--- config.mk ---
export PLATFORM = sky130hd
export DESIGN_NAME = sdram_pu_seq
export DESIGN_NICKNAME = d
export VERILOG_FILES = /design/src/rtl/sdram_pu_pkg.sv /design/src/rtl/sdram_pu_timer.sv /design/src/rtl/sdram_pu_refcnt.sv /design/src/rtl/sdram_pu_fsm.sv /design/src/rtl/sdram_pu_seq.sv
export SDC_FILE = /design/constraint.sdc
export NUM_CORES = 1
export LEC_CHECK = 0
export BUFFER_PORTS_ARGS = -buffer_cell sky130_fd_sc_hd__buf_4
export CORE_MARGIN = 8
export CORE_UTILIZATION = 23
export DETAILED_ROUTE_END_ITERATION = 16
export PLACE_DENSITY = 0.48
export SLEW_MARGIN = 5
export SYNTH_ARGS = -nofsm -noshare
export SYNTH_HDL_FRONTEND = slang
export SYNTH_SLANG_ARGS = --single-unit
--- constraint.sdc ---
create_clock -name clk -period 4.9 [get_ports clk]
set_input_delay 0.245 -clock clk [delete_from_list [all_inputs] [get_ports clk]]
set_output_delay 0.245 -clock clk [all_outputs]
set_load 0.005 [all_outputs]
--- src/rtl/sdram_pu_pkg.sv ---
package sdram_pu_pkg;

  typedef enum logic [2:0] {
    ST_PWRUP  = 3'd0,
    ST_SETTLE = 3'd1,
    ST_REFR   = 3'd2,
    ST_LOAD   = 3'd3,
    ST_RUN    = 3'd4
  } pu_state_t;

  localparam logic [1:0] CMD_NOP  = 2'b11;
  localparam logic [1:0] CMD_PALL = 2'b10;
  localparam logic [1:0] CMD_NORM = 2'b00;

  function automatic int unsigned max_u(input int unsigned a, input int unsigned b);
    return (a > b) ? a : b;
  endfunction

endpackage

--- src/rtl/sdram_pu_timer.sv ---
module sdram_pu_timer #(
  parameter int W       = 16,
  parameter int RST_VAL = 0
) (
  input  logic         clk,
  input  logic         rst,
  input  logic         load,
  input  logic [W-1:0] load_val,
  output logic         zero
);

  logic [W-1:0] cnt;

  always_ff @(posedge clk) begin
    if (rst) begin
      cnt <= W'(RST_VAL);
    end else if (load) begin
      cnt <= load_val;
    end else if (cnt != '0) begin
      cnt <= cnt - 1'b1;
    end
  end

  assign zero = (cnt == '0);

endmodule

--- src/rtl/sdram_pu_refcnt.sv ---
module sdram_pu_refcnt #(
  parameter int N = 8
) (
  input  logic clk,
  input  logic rst,
  input  logic clear,
  input  logic inc,
  output logic last
);

  localparam int CW = $clog2(N + 1);

  logic [CW-1:0] cnt;

  always_ff @(posedge clk) begin
    if (rst || clear) begin
      cnt <= '0;
    end else if (inc) begin
      cnt <= cnt + 1'b1;
    end
  end

  assign last = (cnt == CW'(N - 1));

endmodule

--- src/rtl/sdram_pu_fsm.sv ---
module sdram_pu_fsm
  import sdram_pu_pkg::*;
#(
  parameter int TW         = 16,
  parameter int SETTLE_CYC = 20000,
  parameter int REF_GAP    = 16,
  parameter int REF_W      = 12,
  parameter int TIM_W      = 4
) (
  input  logic             clk,
  input  logic             rst,
  input  logic             t_zero,
  input  logic             ref_last,
  input  logic [REF_W-1:0] op_ref_interval,
  input  logic [TIM_W-1:0] op_ras,
  input  logic [TIM_W-1:0] op_cas,
  output logic             t_load,
  output logic [TW-1:0]    t_val,
  output logic             rc_clear,
  output logic             rc_inc,
  output logic [1:0]       init_cmd,
  output logic             cmd_issue,
  output logic             refresh_stb,
  output logic             buf_en,
  output logic             init_done,
  output logic [REF_W-1:0] ref_interval_q,
  output logic [TIM_W-1:0] ras_q,
  output logic [TIM_W-1:0] cas_q
);

  localparam logic [TW-1:0] SETTLE_RLD = TW'(SETTLE_CYC - 1);
  localparam logic [TW-1:0] GAP_RLD    = TW'(REF_GAP - 1);

  pu_state_t st, st_n;

  function automatic logic [TW-1:0] run_reload(input logic [REF_W-1:0] v);
    return (v == '0) ? '0 : (TW'(v) - TW'(1));
  endfunction

  always_comb begin
    st_n     = st;
    t_load   = 1'b0;
    t_val    = '0;
    rc_clear = 1'b0;
    rc_inc   = 1'b0;
    case (st)
      ST_PWRUP: if (t_zero) begin
        t_load = 1'b1;
        t_val  = SETTLE_RLD;
        st_n   = ST_SETTLE;
      end
      ST_SETTLE: if (t_zero) begin
        t_load   = 1'b1;
        t_val    = GAP_RLD;
        rc_clear = 1'b1;
        st_n     = ST_REFR;
      end
      ST_REFR: if (t_zero) begin
        t_load = 1'b1;
        t_val  = GAP_RLD;
        rc_inc = 1'b1;
        if (ref_last) st_n = ST_LOAD;
      end
      ST_LOAD: begin
        t_load = 1'b1;
        t_val  = run_reload(op_ref_interval);
        st_n   = ST_RUN;
      end
      ST_RUN: if (t_zero) begin
        t_load = 1'b1;
        t_val  = run_reload(ref_interval_q);
      end
      default: st_n = ST_PWRUP;
    endcase
  end

  always_ff @(posedge clk) begin
    if (rst) begin
      st             <= ST_PWRUP;
      init_cmd       <= CMD_NOP;
      cmd_issue      <= 1'b0;
      refresh_stb    <= 1'b0;
      buf_en         <= 1'b0;
      init_done      <= 1'b0;
      ref_interval_q <= '0;
      ras_q          <= '0;
      cas_q          <= '0;
    end else begin
      st          <= st_n;
      cmd_issue   <= ((st == ST_PWRUP) || (st == ST_SETTLE)) && t_zero;
      refresh_stb <= ((st == ST_REFR) || (st == ST_RUN)) && t_zero;
      if ((st == ST_SETTLE) && t_zero) init_cmd <= CMD_PALL;
      if (st == ST_LOAD) begin
        init_cmd       <= CMD_NORM;
        init_done      <= 1'b1;
        buf_en         <= 1'b1;
        ref_interval_q <= op_ref_interval;
        ras_q          <= op_ras;
        cas_q          <= op_cas;
      end
    end
  end

endmodule

--- src/rtl/sdram_pu_seq.sv ---
module sdram_pu_seq
  import sdram_pu_pkg::*;
#(
  parameter int PWRUP_CYC  = 10000,
  parameter int SETTLE_CYC = 20000,
  parameter int REF_GAP    = 16,
  parameter int REF_NUM    = 8,
  parameter int REF_W      = 12,
  parameter int TIM_W      = 4
) (
  input  logic             clk,
  input  logic             rst,
  input  logic [REF_W-1:0] op_ref_interval,
  input  logic [TIM_W-1:0] op_ras,
  input  logic [TIM_W-1:0] op_cas,
  output logic [1:0]       init_cmd,
  output logic             cmd_issue,
  output logic             refresh_stb,
  output logic             buf_en,
  output logic             init_done,
  output logic [REF_W-1:0] ref_interval_q,
  output logic [TIM_W-1:0] ras_q,
  output logic [TIM_W-1:0] cas_q
);

  localparam int unsigned MAX_DLY =
    max_u(max_u(PWRUP_CYC, SETTLE_CYC), max_u(REF_GAP, 2 ** REF_W));
  localparam int TW = $clog2(MAX_DLY + 1);

  logic          t_load, t_zero, rc_clear, rc_inc, ref_last;
  logic [TW-1:0] t_val;

  sdram_pu_timer #(
    .W       (TW),
    .RST_VAL (PWRUP_CYC - 1)
  ) u_timer (
    .clk      (clk),
    .rst      (rst),
    .load     (t_load),
    .load_val (t_val),
    .zero     (t_zero)
  );

  sdram_pu_refcnt #(
    .N (REF_NUM)
  ) u_refcnt (
    .clk   (clk),
    .rst   (rst),
    .clear (rc_clear),
    .inc   (rc_inc),
    .last  (ref_last)
  );

  sdram_pu_fsm #(
    .TW         (TW),
    .SETTLE_CYC (SETTLE_CYC),
    .REF_GAP    (REF_GAP),
    .REF_W      (REF_W),
    .TIM_W      (TIM_W)
  ) u_fsm (
    .clk             (clk),
    .rst             (rst),
    .t_zero          (t_zero),
    .ref_last        (ref_last),
    .op_ref_interval (op_ref_interval),
    .op_ras          (op_ras),
    .op_cas          (op_cas),
    .t_load          (t_load),
    .t_val           (t_val),
    .rc_clear        (rc_clear),
    .rc_inc          (rc_inc),
    .init_cmd        (init_cmd),
    .cmd_issue       (cmd_issue),
    .refresh_stb     (refresh_stb),
    .buf_en          (buf_en),
    .init_done       (init_done),
    .ref_interval_q  (ref_interval_q),
    .ras_q           (ras_q),
    .cas_q           (cas_q)
  );

endmodule

==> impl_metrics.yaml, run 1 <==
outcome:
  status: "finished, final reports clean"
synthesis:
  synth.distinct_cells: 65
  synth_top_family_by_area: "simple AND/OR/NAND/NOR gates"
  yosysMostFrequentCell: "nand2_1"
  synth_top_area_cell: "dfxtp_1"
  synthAdderAreaFrac_pct: 2.27
  synth-compound-area-share_pct: 19.5
  ys_ff_latch: 47
  synthTopCellsByArea: "dfxtp_1 34%, nand2_1 8.0%, a21oi_1 5.8%"
  syn_inst: 349
  synthesis.nets: 376
  ys_seq_area_share_pct: 34.2
  synth.area.mux_share_pct: 1.14
  async_reset_ff_share_pct: 0
  yosysWarnings: 0
  synth_common_cells: "59 x nand2_1, 47 x dfxtp_1, 32 x a21oi_1"
  synth-simple-area-share_pct: 29.9
  synthXorXnorAreaFrac_pct: 7.95
  synth_edf_count: 0
  avgSynthCellArea_sq_um: 7.89
  synth_area_sq_um: 2750
  ys.flop_type: "dfxtp_1"
  synth_top_area_share_pct: 34.2
clock_network:
  tritoncts: "done"
  post_cts_buffers: 0
  clockBufferDepth: 2
  numCtsBuffers: 5
  cts_resized: 0
  cts_root_buffer: "clkbuf_16"
  cts-htree-levels: 2
  path_clk_slew_ns: 0.07
  clkLatencyLatePin_ns: 0.29
  cts_hold_buf: 0
  clock-sinks: 47
final_layout:
  drive_above_1_share_pct: 19.7
  fin_cells: 532
  final_core_util_pct: 28.2
  diodes: 0
  nets: 411
  syn_to_final_growth_pct: 21.4
sta:
  fin_tns_setup_ns: 0
  fin_crit_sh_pct: 55.8
  finalHoldViolations: 0
  tightestPinTransition_ns: 1.06
  timing.fmax_ghz: 0.365
  rsz0062_at_grt: "no"
  drv_slew: 0
  post-route-min-period_ns: 2.74
  finClkSkew_ns: 0.00624
  relSlewSlack_pct: 29.4
  setup_viol: 0
worst_hold_path:
  holdCritPathClass: "primary input to flop"
critical_path:
  path_cells: "nor2b_1 -> nand2_1 -> o211ai_2 -> nand3b_1 -> a31o_1"
  worstSetupStartpointType: "flop"
  critPathMaxStageDelay_ns: 0.81
  crit_fanout: 29
  arrival_ns: 2.92
  path_delay_family: "simple AND/OR/NAND/NOR gates"
  crit_type: "flop to flop"
  crit_slowest_cell: "nand2_1"
  crit_buf_inv: 0
  endpoint_kind: "flop"
  critPathRequiredTime_ns: 5.08
floorplan:
  num_rows: 40
  start_util_pct: 23.2
  die_w_um: 125
  pin_count: 48
  core_area_sq_um: 11900
  die_y_um: 125
  die_area_sq_um: 15700
placement:
  gp_congestion: 0.823
  place_hpwl_mm: 5.90
  numPortBuffers: 47
  placed_cells: 524
routing:
  vias_per_cell: 4.89
  drc: 0
  vias: 2602
  wl_mm: 7.87
  drtIter0Drc: 159
  wire_per_inst_um: 14.8
  firstDrtPassIters: 4
  final_antenna_net_count: 0
global_routing:
  gr-total-overflow: 0
  grt_max_degree: 36
  grt_usage_pct: 10.1
  antenna_found_initial: 0
  grt_pass1_wl_mm: 13.1
  grt_pass1_vias: 2506
pwr:
  p_leak_nw: 1.30
  power.density_nw_per_um2: 233
  peakVddDrop_mv: 0.130
flow_run:
  drv_cap: 0
[sequential cells by signal, summed over array words and instances, names as in the netlist]
name                  flops
u_fsm.buf_en              1
u_fsm.cas_q               4
u_fsm.cmd_issue           1
u_fsm.init_cmd            2
u_fsm.ras_q               4
u_fsm.ref_interval_q     12
u_fsm.refresh_stb         1
u_fsm.st                  3
u_refcnt.cnt              4
u_timer.cnt              15
[final cells by class]
cell class	instances	area, sq um
Clock buffer	6	129
Inverter	10	37.5
Timing Repair Buffer	48	360
Multi-Input combinational cell	272	1680
Fill cell	1287	8520
Tap cell	147	184
Clock inverter	2	12.5
Sequential cell	47	941
[metal layers]
metal  wire, um  GRT usage, %
met1       3640          12.8
met2       3770          16.8
met3        369          2.21
met4         86          2.58
met5          0             0
[layout by cell type, fill, tap and decap left out, types with 3 or more instances in the layout]
cell        n
nand2_1    59
buf_4      48
dfxtp_1    47
a21oi_1    32
nor2_1     25
xnor2_1    16
nor4_1     11
nor3_1     11
inv_1      10
xor2_1      9
o21ai_0     8
o22ai_1     6
nand3_1     5
o31ai_1     5
o21a_1      5
ha_1        5
clkbuf_16   5
nor4_2      4
or4_1       4
nand4_1     4
or3_1       4
o211ai_1    3
nor3b_1     3
[metrics by stage]
stage / setup WS [ns] / hold slack, ns / total power [mW] / instance area (sq um)
floorplan: 2.86 / 0.381 / 0.421 / 2750
global placement: 2.17 / 0.434 / 0.445 / 3200
detailed placement: 2.04 / 0.437 / 0.445 / 3200
CTS: 2.03 / 0.201 / 0.791 / 3340
global route: 1.83 / 0.199 / 0.809 / 3340
finish: 2.16 / 0.204 / 0.777 / 3340
[path summary, 6_finish.rpt]
path / from / to / slack (ns) / cells after the start
setup / recovery: u_fsm.st[2] / u_timer.cnt[3] / 2.16 / 5
setup reg to reg: u_fsm.st[2] / u_timer.cnt[3] / 2.16 / 5
hold reg to reg: u_fsm.init_cmd[0] / u_fsm.init_cmd[0] / 0.44 / 2
hold / removal: op_cas[1] / u_fsm.cas_q[1] / 0.20 / 3
[where the power goes]
part | switching (mW) | internal [mW]
Sequential | 0.00361 | 0.385
Combinational | 0.0255 | 0.0225
Clock | 0.152 | 0.189
Total | 0.182 | 0.596
[kinds of logic after synthesis]
group / after synthesis
buf+inv: 30
compound gates: 83
simple gates: 156
fa+ha+maj: 5
xor+xnor: 25
mux: 3
flops: 47
[worst register-to-register path, cell delays in order, from the launching register on]
cell and delay [ns]:
dfxtp_1 0.67, nor2b_1 0.15, nand2_1 0.81, o211ai_2 0.49, nand3b_1 0.29, a31o_1 0.22
Power figures use the tool's default switching activity.
==> run 2: changes to the inputs <==
--- a/config.mk
+++ b/config.mk
@@ -5,11 +5,12 @@
 export SDC_FILE = /design/constraint.sdc
 export NUM_CORES = 1
 export LEC_CHECK = 0
+export ABC_AREA = 1
 export BUFFER_PORTS_ARGS = -buffer_cell sky130_fd_sc_hd__buf_4
 export CORE_MARGIN = 8
 export CORE_UTILIZATION = 23
 export DETAILED_ROUTE_END_ITERATION = 16
-export PLACE_DENSITY = 0.48
+export PLACE_DENSITY = 0.49
 export SLEW_MARGIN = 5
 export SYNTH_ARGS = -nofsm -noshare
 export SYNTH_HDL_FRONTEND = slang
==> constraint.sdc (replaced) <==
create_clock -name clk -period 2.35 [get_ports clk]
set_input_delay 0.1175 -clock clk [delete_from_list [all_inputs] [get_ports clk]]
set_output_delay 0.1175 -clock clk [all_outputs]
set_load 0.005 [all_outputs]
==> run 2 against run 1 <==
  * Via count up 7.6%
  * Worst setup slack got worse by 1.7 ns
  * Maximum frequency increased by 43%
  * Largest cell class unchanged
  * Combinational power up 110%
  * Utilization rose by 0.79 points
==> impl_metrics.yaml, run 2 <==
critical_path:
  path_cells: "inv_1 -> ha_1 -> inv_1 -> nor2_1 -> nand2_1 -> nor2_4 -> nand2_8 -> nand2_4 -> nand2_4 -> nor2_1 -> nand3_1 -> nand2_1 -> nand2_1"
  r2r_setup_slack_ns: 0.44
  critPathRequiredTime_ns: 2.52
  reg2reg_depth: 13
  crit_type: "flop to flop"
  crit_buf_inv: 2
  path_delay_family: "simple AND/OR/NAND/NOR gates"
  critPathMaxStageDelay_ns: 0.31
  endpoint_kind: "flop"
  worstSetupStartpointType: "flop"
  path_common_cell: "nand2_1"
  crit_slowest_cell: "dfxtp_1"
  r2r_end: "u_timer.cnt[10]"
  rr_startpoint: "u_timer.cnt[0]"
  arrival_ns: 2.08
  crit_fanout: 13
  critical_path_cell_count: 13
sta:
  finClkSkew_ns: 0.00434
  drv_slew: 0
  fin_ws_ns: 0.443
  post-route-min-period_ns: 1.91
  tightestPinTransition_ns: 0.434
  timing.fmax_ghz: 0.524
  rsz0062_at_grt: "no"
  setup_viol: 0
  fin_tns_setup_ns: 0
  finalHoldViolations: 0
  relSlewSlack_pct: 71.0
  fin_crit_sh_pct: 81.2
synthesis:
  synth_edf_count: 0
  synth_top_area_cell: "dfxtp_1"
  synth_top_area_share_pct: 32.0
  ys_seq_area_share_pct: 32.0
  avgSynthCellArea_sq_um: 6.63
  ys.flop_type: "dfxtp_1"
  synthTopCellsByArea: "dfxtp_1 32%, nand2_1 13%, nor2_1 9.4%"
  ys_ff_latch: 47
  synthesis.nets: 471
  synth_common_cells: "99 x nand2_1, 74 x nor2_1, 47 x dfxtp_1"
  yosysWarnings: 0
  async_reset_ff_share_pct: 0
  yosysMostFrequentCell: "nand2_1"
  synth_area_sq_um: 2940
  synth.distinct_cells: 38
  syn_inst: 444
final_layout:
  layout_common_cells: "99 x nand2_1, 73 x nor2_1, 49 x buf_4"
  layout_commonest_cell: "nand2_1"
  fin_cells: 662
  final_area_sq_um: 3640
  register_area_sq_um: 941
  drive_above_1_share_pct: 17.1
  final.fill_count: 1368
  syn_to_final_growth_pct: 23.8
  largestRegisters: "u_timer.cnt (15), u_fsm.ref_interval_q (12)"
  largest_reg_flops: 15
  top_register: "u_timer.cnt"
  multiInputGateArea_sq_um: 1770
  diodes: 0
  nets: 516
floorplan:
  pin_count: 48
  start_util_pct: 23.4
  die_w_um: 129
  num_rows: 41
  die_area_sq_um: 16700
  core_area_sq_um: 12600
  die_y_um: 129
clock_network:
  clockBufferDepth: 2
  numCtsBuffers: 5
  cts-htree-levels: 2
  cts_hold_buf: 0
  cts_resized: 0
  clock-sinks: 47
  clkLatencyLatePin_ns: 0.29
  tritoncts: "done"
  path_clk_slew_ns: 0.07
  cts_root_buffer: "clkbuf_16"
  post_cts_buffers: 0
worst_hold_path:
  worstHoldStart: "op_cas[3]"
  hold_end: "u_fsm.cas_q[3]"
  hold_depth: 3
  holdCritPathClass: "primary input to flop"
routing:
  vias_per_cell: 4.23
  wl_mm: 8.20
  vias: 2799
  drc: 0
  drtIter0Drc: 116
  final_antenna_net_count: 0
  firstDrtPassIters: 5
  wire_per_inst_um: 12.4
global_routing:
  grt_usage_pct: 10.4
  grt_pass1_vias: 2926
  gr-total-overflow: 0
  grt_max_degree: 30
  grt_pass1_wl_mm: 14.0
  antenna_found_initial: 0
placement:
  dpl_cell_area_sq_um: 3470
  placed_cells: 654
  preCtsSetupSlack_ns: 0.421
  numPortBuffers: 47
  place_hpwl_mm: 6.55
  gp_congestion: 0.853
pwr:
  power.density_nw_per_um2: 478
  peakVddDrop_mv: 0.318
  p_leak_nw: 1.72
outcome:
  status: "finished, final reports clean"
flow_run:
  drv_cap: 0
-- run 2: changes by cell type after synthesis, sizes merged, moves of 5 or more --
cell and change:
xnor2 -11, inv +36, o21ai +17, nand2 +46
nand3 +37, nor2 +58, clkbuf -11, nor4 -15
or3 -6, o31ai -5, o22ai -6
-- run 2: cells by family (layout without fill, tap and decap cells) --
logic type / after synthesis / count (layout) / share of synthesized area (%)
AO/OA/AOI/OAI: 65 / 65 / 12.3
adder cells (fa/ha/maj): 5 / 5 / 2.13
AND/OR/NAND/NOR: 253 / 253 / 40.6
XOR/XNOR: 17 / 17 / 5.06
flip-flops: 47 / 47 / 32.0
buffers and inverters: 57 / 103 / 7.87
-- run 2: power by group --
| group | internal [mW] | leakage [nW] | switching, mW |
|---|---|---|---|
| clock | 0.508 | 0.0844 | 0.325 |
| combinational | 0.0435 | 1.26 | 0.0585 |
| sequential | 0.800 | 0.379 | 0.00396 |
| total | 1.35 | 1.72 | 0.388 |
-- run 2: worst max-delay path by stage --
stage,slack [ns],start,endpoint
2_1_floorplan,0.74,u_timer.cnt[0],u_timer.cnt[4]
3_3_place_gp,0.43,u_timer.cnt[0],u_timer.cnt[9]
3_5_place_dp,0.42,u_timer.cnt[0],u_timer.cnt[10]
4_1_cts,0.42,u_timer.cnt[0],u_timer.cnt[10]
5_1_grt,0.17,u_timer.cnt[0],u_timer.cnt[10]
6_report,0.44,u_timer.cnt[0],u_timer.cnt[10]
-- run 2: worst min-delay path, cell delays in order --
cell and delay, ns:
buf_4 0.08, nor2_1 0.03, nor2_1 0.08
-- run 2: stage by stage --
stage	total power, mW	hold slack, ns	util, %
after detailed placement	0.926	0.345	27.6
after CTS	1.77	0.0481	29.0
after global routing	1.81	0.0554	29.0
after floorplan	0.877	0.252	-
after global placement	0.926	0.348	27.6
final	1.74	0.0502	29.0
-- run 2: final cells by class --
class | count | area share [%]
multi-input combinational | 340 | 48.7
tap | 172 | 5.91
clock buffer | 5 | 3.44
timing repair buffer | 49 | 10.1
clock inverter | 3 | 1.31
inverter | 46 | 4.74
sequential | 47 | 25.8
-- run 2: routing by layer --
metal  vias to the layer above  global-route usage (%)  routed length [um]
met2                        39                    18.1                4020
met5                         -                       0                   0
met4                         0                    3.25                 120
li1                       1519                       -                   -
met1                      1233                    12.5                3830
met3                         8                    2.14                 226
==> run 3: changes to the inputs <==
--- a/config.mk
+++ b/config.mk
@@ -5,12 +5,12 @@
 export SDC_FILE = /design/constraint.sdc
 export NUM_CORES = 1
 export LEC_CHECK = 0
-export ABC_AREA = 1
+export ABC_AREA = 0
 export BUFFER_PORTS_ARGS = -buffer_cell sky130_fd_sc_hd__buf_4
 export CORE_MARGIN = 8
 export CORE_UTILIZATION = 23
 export DETAILED_ROUTE_END_ITERATION = 16
-export PLACE_DENSITY = 0.49
+export PLACE_DENSITY = 0.48
 export SLEW_MARGIN = 5
 export SYNTH_ARGS = -nofsm -noshare
 export SYNTH_HDL_FRONTEND = slang
==> constraint.sdc (replaced) <==
create_clock -name clk -period 2 [get_ports clk]
set_input_delay 0.1 -clock clk [delete_from_list [all_inputs] [get_ports clk]]
set_output_delay 0.1 -clock clk [all_outputs]
set_load 0.005 [all_outputs]
==> run 3 against run 2 <==
  * Cell count is 11% lower
  * Non-clock buffer count is 59 higher
  * Critical path depth is 3 lower
  * Power is 15% higher
  * Via count is 3.3% higher
  * Die area is 5.6% lower
  * Combinational power is 45% higher
  * Largest power group is now registers
  * Highest routed layer unchanged
  * Critical path type unchanged
  * Sequential power is 19% higher
  * Routed wire length is 12% higher
  * Cell area is 7.5% higher
  * Sequential cell count stayed put
==> impl_metrics.yaml, run 3 (synthesized netlist as in run 1, its figures left out) <==
outcome:
  status: "finished, final reports clean"
pwr:
  peakVddDrop_mv: 0.267
  p_leak_nw: 1.61
  power.density_nw_per_um2: 510
placement:
  preCtsSetupSlack_ns: -0.175
  numPortBuffers: 47
  gp_congestion: 0.852
  placed_cells: 582
  place_hpwl_mm: 7.15
global_routing:
  grt_pass1_wl_mm: 15.3
  grtUsageMet2_pct: 19.5
  gr-total-overflow: 0
  grt_pass1_vias: 2958
  grt_usage_pct: 11.8
  top_usage_layer: "met2"
  grtUsageMet3_pct: 2.51
  grt_max_degree: 36
  antenna_found_initial: 0
  gr-usage-met1_pct: 14.8
sta:
  fin_ws_ns: 0.0788
  fin_tns_setup_ns: 0
  finalHoldViolations: 0
  relSlewSlack_pct: 71.2
  post-route-min-period_ns: 1.92
  drv_slew: 0
  fin_crit_sh_pct: 96.1
  setup_viol: 0
  tightestPinTransition_ns: 0.429
  timing.fmax_ghz: 0.520
  finClkSkew_ns: 0.00443
  rsz0062_at_grt: "no"
flow_run:
  drv_cap: 0
clock_network:
  tritoncts: "done"
  path_clk_slew_ns: 0.06
  numCtsBuffers: 5
  clkLatencyLatePin_ns: 0.29
  clockBufferDepth: 2
  clock-sinks: 47
  cts-htree-levels: 2
  cts_root_buffer: "clkbuf_16"
critical_path:
  endpoint_kind: "flop"
  reg2reg_depth: 10
  crit_type: "flop to flop"
  crit_fanout: 7
  worstSetupStartpointType: "flop"
  r2r_end: "u_timer.cnt[3]"
  crit_start: "u_timer.cnt[0]"
  arrival_ns: 2.10
  r2r_setup_slack_ns: 0.08
  rr_startpoint: "u_timer.cnt[0]"
  critPathRequiredTime_ns: 2.18
floorplan:
  die_area_sq_um: 15700
  start_util_pct: 23.2
  pin_count: 48
  die_y_um: 125
  core_area_sq_um: 11900
  die_w_um: 125
  num_rows: 40
worst_hold_path:
  holdCritPathClass: "primary input to flop"
  hold_end: "u_fsm.cas_q[1]"
  worstHoldStart: "op_cas[1]"
  hold_depth: 3
routing:
  drc: 0
  vias_per_cell: 4.89
  wl_mm: 9.18
  firstDrtPassIters: 4
  wire_per_inst_um: 15.5
  drtIter0Drc: 169
  final_antenna_net_count: 0
  vias: 2892
final_layout:
  layout_commonest_cell: "buf_4"
  top_register: "u_timer.cnt"
  largest_reg_flops: 15
  layout_common_cells: "107 x buf_4, 59 x nand2_1, 44 x dfxtp_1"
  nets: 471
  diodes: 0
  largestRegisters: "u_timer.cnt (15), u_fsm.ref_interval_q (12)"
  fin_cells: 592
  drive_above_1_share_pct: 34.2
  syn_to_final_growth_pct: 42.1
[run 3: cell count changes in the layout (fill, tap and decap cells not counted), sizes merged, moves of 11 or more]
cell / change
inv: -37
xnor2: +11
buf: +59
nand2: -46
nor2: -58
o21ai: -17
nor4: +15
nand3: -37
[run 3: worst max-delay path by stage]
stage / end / slack (ns)
6_report: u_timer.cnt[3] / 0.08
3_3_place_gp: u_timer.cnt[2] / -0.15
4_1_cts: u_timer.cnt[0] / 0.008
3_5_place_dp: u_timer.cnt[3] / -0.17
5_1_grt: u_timer.cnt[2] / 0.0003
2_1_floorplan: u_timer.cnt[6] / 0.07
[run 3: per-layer routing]
layer,part of all wire [%],up-vias,wire [um]
li1,-,1438,-
met1,46,1372,4210
met2,48,68,4370
met3,5.0,14,457
met4,1.6,0,150
met5,0,-,0
[run 3: cell type report]
class	instances	area (sq um)
fill	1278	7950
multi-input combinational	272	1780
sequential	47	945
timing repair buffer	108	815
tap	147	184
clock buffer	8	156
inverter	10	37.5
[run 3: repair_timing]
item / in CTS / in global routing
gates resized for setup: 11 / 17
pin swaps: 8 / 4
hold buffers: 0 / 0
gates cloned: 0 / 0
buffers inserted: 2 / 0
endpoints found under the setup margin: 15 / 15
[run 3: worst max-delay path, cell delays in order, from the launching register on]
cell,delay [ns]
dfxtp_2,0.34
inv_2,0.05
ha_4,0.16
nor4b_4,0.12
buf_4,0.15
buf_4,0.12
nand4_1,0.18
o211ai_2,0.16
buf_6,0.17
nand3b_1,0.15
a31o_1,0.21
[run 3: report_power, final]
part / switching, mW / internal (mW)
registers: 0.00939 / 0.943
logic: 0.0733 / 0.0743
clock network: 0.362 / 0.533
total: 0.445 / 1.55
[run 3: metrics by stage]
stage	util (%)	instance area [sq um]	hold WS (ns)	total power, mW
finish	33.0	3910	0.0560	2.00
CTS	32.6	3870	0.0526	2.01
global placement	30.7	3640	0.348	1.11
detailed placement	30.7	3640	0.361	1.11
global route	33.0	3910	0.0720	2.06
floorplan	-	2750	0.236	1.03
